File: src/rtl/fault_guard_pkg.sv
package fault_guard_pkg;

  typedef enum logic [1:0] {
    ST_IDLE         = 2'd0,
    ST_FAULT_ACTIVE = 2'd1,
    ST_HELD         = 2'd2,
    ST_CLEARING     = 2'd3
  } guardState_t;

  // control -> datapath
  typedef struct packed {
    logic timerLoad;
    logic timerRun;
  } guardStrobe_t;

  // datapath -> control
  typedef struct packed {
    logic ocQual;
    logic enKill;
    logic timerDone;
  } guardFlags_t;

endpackage

File: src/rtl/fault_guard_runcnt.sv
module fault_guard_runcnt #(
  parameter int LIMIT = 60
) (
  input  logic clk,
  input  logic porN,
  input  logic level,
  output logic qualified
);
  localparam int W = $clog2(LIMIT + 1);
  localparam logic [W-1:0] LIM = W'(LIMIT);

  logic [W-1:0] runCnt;

  always_ff @(posedge clk or negedge porN) begin
    if (!porN)               runCnt <= '0;
    else if (!level)         runCnt <= '0;
    else if (runCnt != LIM)  runCnt <= runCnt + 1'b1;
  end

  assign qualified = (runCnt == LIM);

  // a low level always drops the qualification on the next edge
  p_run_reset_r2_r9: assert property (@(posedge clk) disable iff (!porN)
    !level |=> !qualified);

endmodule

File: src/rtl/fault_guard_dp.sv
module fault_guard_dp
  import fault_guard_pkg::*;
#(
  parameter int BLANK_CYCLES    = 60,
  parameter int EN_DELAY_CYCLES = 100,
  parameter int CLEAR_CYCLES    = 260000
) (
  input  logic         clk,
  input  logic         porN,
  input  logic         ocIn,
  input  logic         enIn,
  input  guardStrobe_t strobe,
  output guardFlags_t  flags
);
  localparam int CW = $clog2(CLEAR_CYCLES + 1);
  localparam logic [CW-1:0] CLR_LAST = CW'(CLEAR_CYCLES - 1);

  logic ocQual;
  logic enKill;
  logic [CW-1:0] timerCnt;

  fault_guard_runcnt #(.LIMIT(BLANK_CYCLES)) uBlank (
    .clk(clk), .porN(porN), .level(ocIn), .qualified(ocQual)
  );

  fault_guard_runcnt #(.LIMIT(EN_DELAY_CYCLES)) uEnDelay (
    .clk(clk), .porN(porN), .level(!enIn), .qualified(enKill)
  );

  always_ff @(posedge clk or negedge porN) begin
    if (!porN)                                      timerCnt <= '0;
    else if (strobe.timerLoad)                      timerCnt <= '0;
    else if (strobe.timerRun && timerCnt != CLR_LAST) timerCnt <= timerCnt + 1'b1;
  end

  always_comb begin
    flags.ocQual    = ocQual;
    flags.enKill    = enKill;
    flags.timerDone = strobe.timerRun && (timerCnt == CLR_LAST);
  end

  // enable seen high always removes the enable shutdown
  p_en_release_r8: assert property (@(posedge clk) disable iff (!porN)
    enIn |=> !flags.enKill);

endmodule

File: src/rtl/fault_guard_ctl.sv
module fault_guard_ctl
  import fault_guard_pkg::*;
(
  input  logic         clk,
  input  logic         porN,
  input  logic         uvIn,
  input  guardFlags_t  flags,
  output guardStrobe_t strobe,
  output logic         faultN,
  output logic         gateKill,
  output logic         softOff
);
  guardState_t state, stateNext;
  logic cause;

  assign cause = uvIn | flags.ocQual;

  always_comb begin
    stateNext = state;
    unique case (state)
      ST_IDLE:         if (cause) stateNext = ST_FAULT_ACTIVE;
      ST_FAULT_ACTIVE: if (flags.timerDone) stateNext = cause ? ST_HELD : ST_IDLE;
      ST_HELD:         if (!cause) stateNext = ST_CLEARING;
      ST_CLEARING: begin
        if (cause)                 stateNext = ST_HELD;
        else if (flags.timerDone)  stateNext = ST_IDLE;
      end
      default:         stateNext = ST_FAULT_ACTIVE;
    endcase
  end

  always_comb begin
    strobe.timerRun  = (state == ST_FAULT_ACTIVE) || (state == ST_CLEARING);
    strobe.timerLoad = ((state == ST_IDLE) && cause) || ((state == ST_HELD) && !cause);
  end

  // power-up starts latched with the clear timer running
  always_ff @(posedge clk or negedge porN) begin
    if (!porN) state <= ST_FAULT_ACTIVE;
    else       state <= stateNext;
  end

  assign faultN   = (state == ST_IDLE);
  assign softOff  = !faultN;
  assign gateKill = softOff | flags.enKill;

  p_uv_trips_r4: assert property (@(posedge clk) disable iff (!porN)
    (state == ST_IDLE && uvIn) |=> (state == ST_FAULT_ACTIVE));

  p_hold_while_cause_r6: assert property (@(posedge clk) disable iff (!porN)
    (state == ST_HELD && cause) |=> (state == ST_HELD));

  p_release_after_timer_r5: assert property (@(posedge clk) disable iff (!porN)
    (state != ST_IDLE && !flags.timerDone) |=> (state != ST_IDLE));

endmodule

File: src/rtl/fault_guard.sv
module fault_guard
  import fault_guard_pkg::*;
#(
  parameter int BLANK_CYCLES    = 60,
  parameter int EN_DELAY_CYCLES = 100,
  parameter int CLEAR_CYCLES    = 260000
) (
  input  logic clk,
  input  logic por_n,
  input  logic oc_trip,
  input  logic supply_uv,
  input  logic drive_en,
  output logic fault_n,
  output logic gate_kill,
  output logic lowside_soft_off
);
  guardStrobe_t strobe;
  guardFlags_t  flags;

  fault_guard_dp #(
    .BLANK_CYCLES(BLANK_CYCLES),
    .EN_DELAY_CYCLES(EN_DELAY_CYCLES),
    .CLEAR_CYCLES(CLEAR_CYCLES)
  ) uDp (
    .clk(clk), .porN(por_n), .ocIn(oc_trip), .enIn(drive_en),
    .strobe(strobe), .flags(flags)
  );

  fault_guard_ctl uCtl (
    .clk(clk), .porN(por_n), .uvIn(supply_uv), .flags(flags),
    .strobe(strobe), .faultN(fault_n), .gateKill(gate_kill),
    .softOff(lowside_soft_off)
  );

  // a latched fault always comes with shutdown and soft-off request
  p_fault_outputs_r10: assert property (@(posedge clk) disable iff (!por_n)
    !fault_n |-> (gate_kill && lowside_soft_off));

endmodule

File: config.mk
export PLATFORM = sky130hd
export DESIGN_NAME = fault_guard
export DESIGN_NICKNAME = d
export VERILOG_FILES = /design/src/rtl/fault_guard_pkg.sv /design/src/rtl/fault_guard_runcnt.sv /design/src/rtl/fault_guard_dp.sv /design/src/rtl/fault_guard_ctl.sv /design/src/rtl/fault_guard.sv
export SDC_FILE = /design/constraint.sdc
export NUM_CORES = 1
export LEC_CHECK = 0
export BUFFER_PORTS_ARGS = -buffer_cell sky130_fd_sc_hd__buf_2
export CORE_MARGIN = 2
export CORE_UTILIZATION = 45
export DETAILED_ROUTE_END_ITERATION = 12
export SLEW_MARGIN = 20
export SYNTH_ARGS = -nofsm -noshare
export SYNTH_HDL_FRONTEND = slang
export SYNTH_SLANG_ARGS = --single-unit
File: constraint.sdc
create_clock -name clk -period 3.9 [get_ports clk]
set_input_delay 0.195 -clock clk [delete_from_list [all_inputs] [get_ports clk]]
set_output_delay 0.195 -clock clk [all_outputs]
set_load 0.01 [all_outputs]
==> results.env <==
FINAL_SETUP_VIOLATION_COUNT=0
WORST_HOLD_PATH_TYPE='in2reg'
ROUTED-VIA-COUNT=1286
POST-ROUTE-UTIL=0.518
GLOBALROUTE.BUSIESTLAYER='met2'
WORST_SLEW_MARGIN_REL=0.510
ROUTED_WL_MM=3.12
CTS.SINKS=33
GLOBALPLACE.CONGESTION=0.700
SYNTHDOMINANTAREACELLTYPE='dfrtp_1'
SYNTH_NETS=190
MIN_PERIOD_NS=1.98
VIASPERCELL=5.34
FIN_SKEW_NS=0.00546
INITIAL_UTILIZATION=0.476
TIMING.CRITICAL_PATH.MAX_DELAY_FAMILY='simple AND/OR/NAND/NOR gates'
H-TREE-DEPTH=2
FIN_CRIT_SH=0.507
POST_SYNTH.CELL_AREA_AVG_SQ_UM=9.91
ROUTE.DETAILED.DRC=0
PATH_CELLS='inv_1, ha_1, nand4_1, nor3_1, or2b_1, buf_2'
TOTAL_I_O_PIN_COUNT=8
CLKSLEWWORSTSETUPHOLDPATHS_NS=0.06
CRITPATHSLOWESTCELL='nor3_1'
WORST-ENDPOINT-ARRIVAL_NS=1.78
YOSYS_WARNING_COUNT=0
CTS-RESIZED-GATES=0
DRT.ANTENNA.VIOLATING_NETS=0
SYNTH_AREA_SQ_UM=1780
NETLIST.AREA_LEADER.SHARE=0.449
DRV_CAP=0
SYNTH.AREA.TOP_CELLS='dfrtp_1 45%, xor2_1 6.9%, nor2_1 5.3%'
MAXIMUM_FANOUT_ENCOUNTERED_ON_THE_CRITICAL_TIMING_PATH=5
SYNTH_CELL_TYPES=39
CTS.PATH.MAX_BUFFERS=2
NUMBER_OF_CTS_INSERTED_BUFFERS=5
MAXCLOCKFREQUENCY_MHz=506
GRT_USE_MET2=0.275
GRT_PASS1_WL_MM=5.48
DETAILED_PLACE_HPWL_MM=2.25
POST-PLACE-CELLS=232
DIE_AREA_SQ_UM=4480
POST-CTS-SETUP-BUFFERS=0
PLACE.PORT_BUFFERS=7
SYNTH-ASYNC-RESET-RATIO=1.00
DIE_H_UM=66.9
SETUP_TOTAL_NEG_SLACK_NS=0
P_LEAK_nW=0.892
SYNTH_ENABLE_FLOP_CELLS=0
POWERDENSITY_nW_PER_UM2=341
GRT_START_MAX_NET_PINS=34
CLK_LATENCY_NS=0.28
CRIT_TYPE='reg2out'
STATUS='completed'
DRT_PRE_ANTENNA_ITERS=4
TIMING.FINAL.MAX_SLEW_VIOLATIONS=0
GROUTE.USAGE.OVERALL=0.166
GLOBAL_ROUTE.USAGE.MET1=0.191
ROWS=22
GLOBALROUTEMET3UTIL=0.0524
GRT_ANTENNA_BEFORE_REPAIR=0
RATIO_OF_CELLS_WITH_DRIVE_ABOVE_1_IN_THE_FINAL_LAYOUT=0.114
SYNTH.MOST_COMMON_CELL='dfrtp_1'
NETLIST_TOP_CELLS_COUNT='32 x dfrtp_1, 25 x nor2_1, 14 x nand3_1, 14 x xor2_1, 12 x nand2_1'
SYNTH-SEQ-AREA-SHARE=0.464
FINALNETCOUNT=202
AVG_WL_PER_CELL_UM=12.9
INSERTEDDIODECOUNT=0
TIMING.CRITICAL_PATH.REQUIRED_NS=3.70
SYNTH-MAIN-FF-CELL='dfrtp_1'
NFILLCELLS=361
LAYOUT.CELLS.NON_FILLER=241
TRITONCTS='built'
INITIALDRTVIOLATIONCOUNT=41
GLOBAL_ROUTE.OVERFLOW_TOTAL=0
SYN_INST=180
YS_FF_LATCH=33
CTS_HOLD_BUF=1
AREA.GROWTH.SYNTH_TO_FINAL_PCT=8.70
CRIT_PATH_MAX_INCR_DELAY_NS=0.49
RSZ0062_AT_GRT='no'
CTSROOTBUFFERMASTER='clkbuf_8'
TIMING_WORST_SLEW_PIN_VALUE_NS=0.734
TIMING.FINAL.HOLD_VIOLATIONS=0
FINAL.HOLD.WORST_SLACK_NS=0.163
CORE_SQ_UM=3740
CRITICAL_PATH.ENDPOINT_TYPE='output pin'
CP.BUFFERS_INVERTERS=2
DIE_WIDTH_UM=66.9
WORST_IR_DROP_VDD_mV=0.210
NUMBER_OF_GLOBAL_ROUTE_VIAS_BEFORE_REPAIR=1263
CRITICAL_PATH.STARTPOINT_TYPE='flop'
[placed cells by master, fill, tap and decap left out, types with 2 or more instances in the layout]
master,n
nor3b_1,2
a21oi_1,6
nor2_1,25
clkbuf_8,5
dfrtp_1,32
and3_1,8
nand4_1,3
nand2_1,12
and2_1,2
a211oi_1,2
and4_1,2
nor3_1,4
o21ai_0,9
nand2_2,2
xor2_1,14
clkbuf_1,3
xnor2_1,3
or3_1,3
mux2i_1,2
nand3_1,14
a31oi_1,4
inv_1,6
buf_2,7
o211a_1,2
ha_1,5
[per-layer routing]
metal | part of all wire | vias up
met5 | 0 | -
met4 | 0.019 | 0
met3 | 0.027 | 5
met2 | 0.48 | 9
met1 | 0.47 | 615
li1 | - | 657
[worst reg2reg max path, cell delays in order (launching register included)]
cell and delay (ns):
dfrtp_1 0.44, inv_1 0.08, ha_1 0.20, nand2_1 0.15, o311ai_4 0.67, nand3b_1 0.20, o21ai_0 0.08
[through the flow]
| stage | setup WS, ns | cell area, sq um | power, mW |
|---|---|---|---|
| after floorplan | 2.33 | 1780 | 0.407 |
| after global placement | 2.04 | 1850 | 0.422 |
| after detailed placement | 1.97 | 1850 | 0.424 |
| after CTS | 1.88 | 1940 | 0.671 |
| after global routing | 1.74 | 1940 | 0.695 |
| final | 1.92 | 1940 | 0.661 |
[area by class of cell]
cell class / instances / area (sq um) / area share
Multi-Input combinational cell: 137 / 900 / 0.464
Clock buffer: 8 / 80.1 / 0.0413
Tap cell: 48 / 60.1 / 0.0310
Inverter: 7 / 26.3 / 0.0136
Sequential cell: 33 / 827 / 0.427
Timing Repair Buffer: 8 / 45.0 / 0.0232
[power breakdown]
group	leakage, nW	internal, mW	switching (mW)
logic	0.407	0.0200	0.0299
registers	0.445	0.354	0.0136
clock network	0.0395	0.127	0.117
total	0.892	0.501	0.161
[cells by family after synthesis]
| family | share of synthesized area |
|---|---|
| and+or+nand+nor | 0.262 |
| DFF | 0.464 |
| AOI/OAI and AO/OA | 0.104 |
| xor gates and xnor gates | 0.0835 |
| buffers and inverters | 0.0316 |
| adders and majority gates | 0.0351 |
| muxes | 0.0196 |
[path summary, 6_finish.rpt]
check / cells past startpoint / from / endpoint / slack [ns]
max: 6 / uDp.uEnDelay.runCnt[0] / gate_kill / 1.92
min: 2 / drive_en / uDp.uEnDelay.runCnt[6] / 0.16
max reg2reg: 6 / uDp.uBlank.runCnt[0] / uDp.timerCnt[3] / 1.95
min reg2reg: 1 / uDp.uBlank.runCnt[3] / uDp.uBlank.runCnt[3] / 0.52
max in group asynchronous: 2 / por_n / uDp.uEnDelay.runCnt[6] / 2.92
min in group asynchronous: 2 / por_n / uDp.timerCnt[1] / 0.51
[registers in the layout, indices dropped and copies added (netlist names), named ones only]
signal               count
uDp.uEnDelay.runCnt      7
uDp.timerCnt            18
uCtl.state               1
uDp.uBlank.runCnt        6
Power figures use the tool's default switching activity.
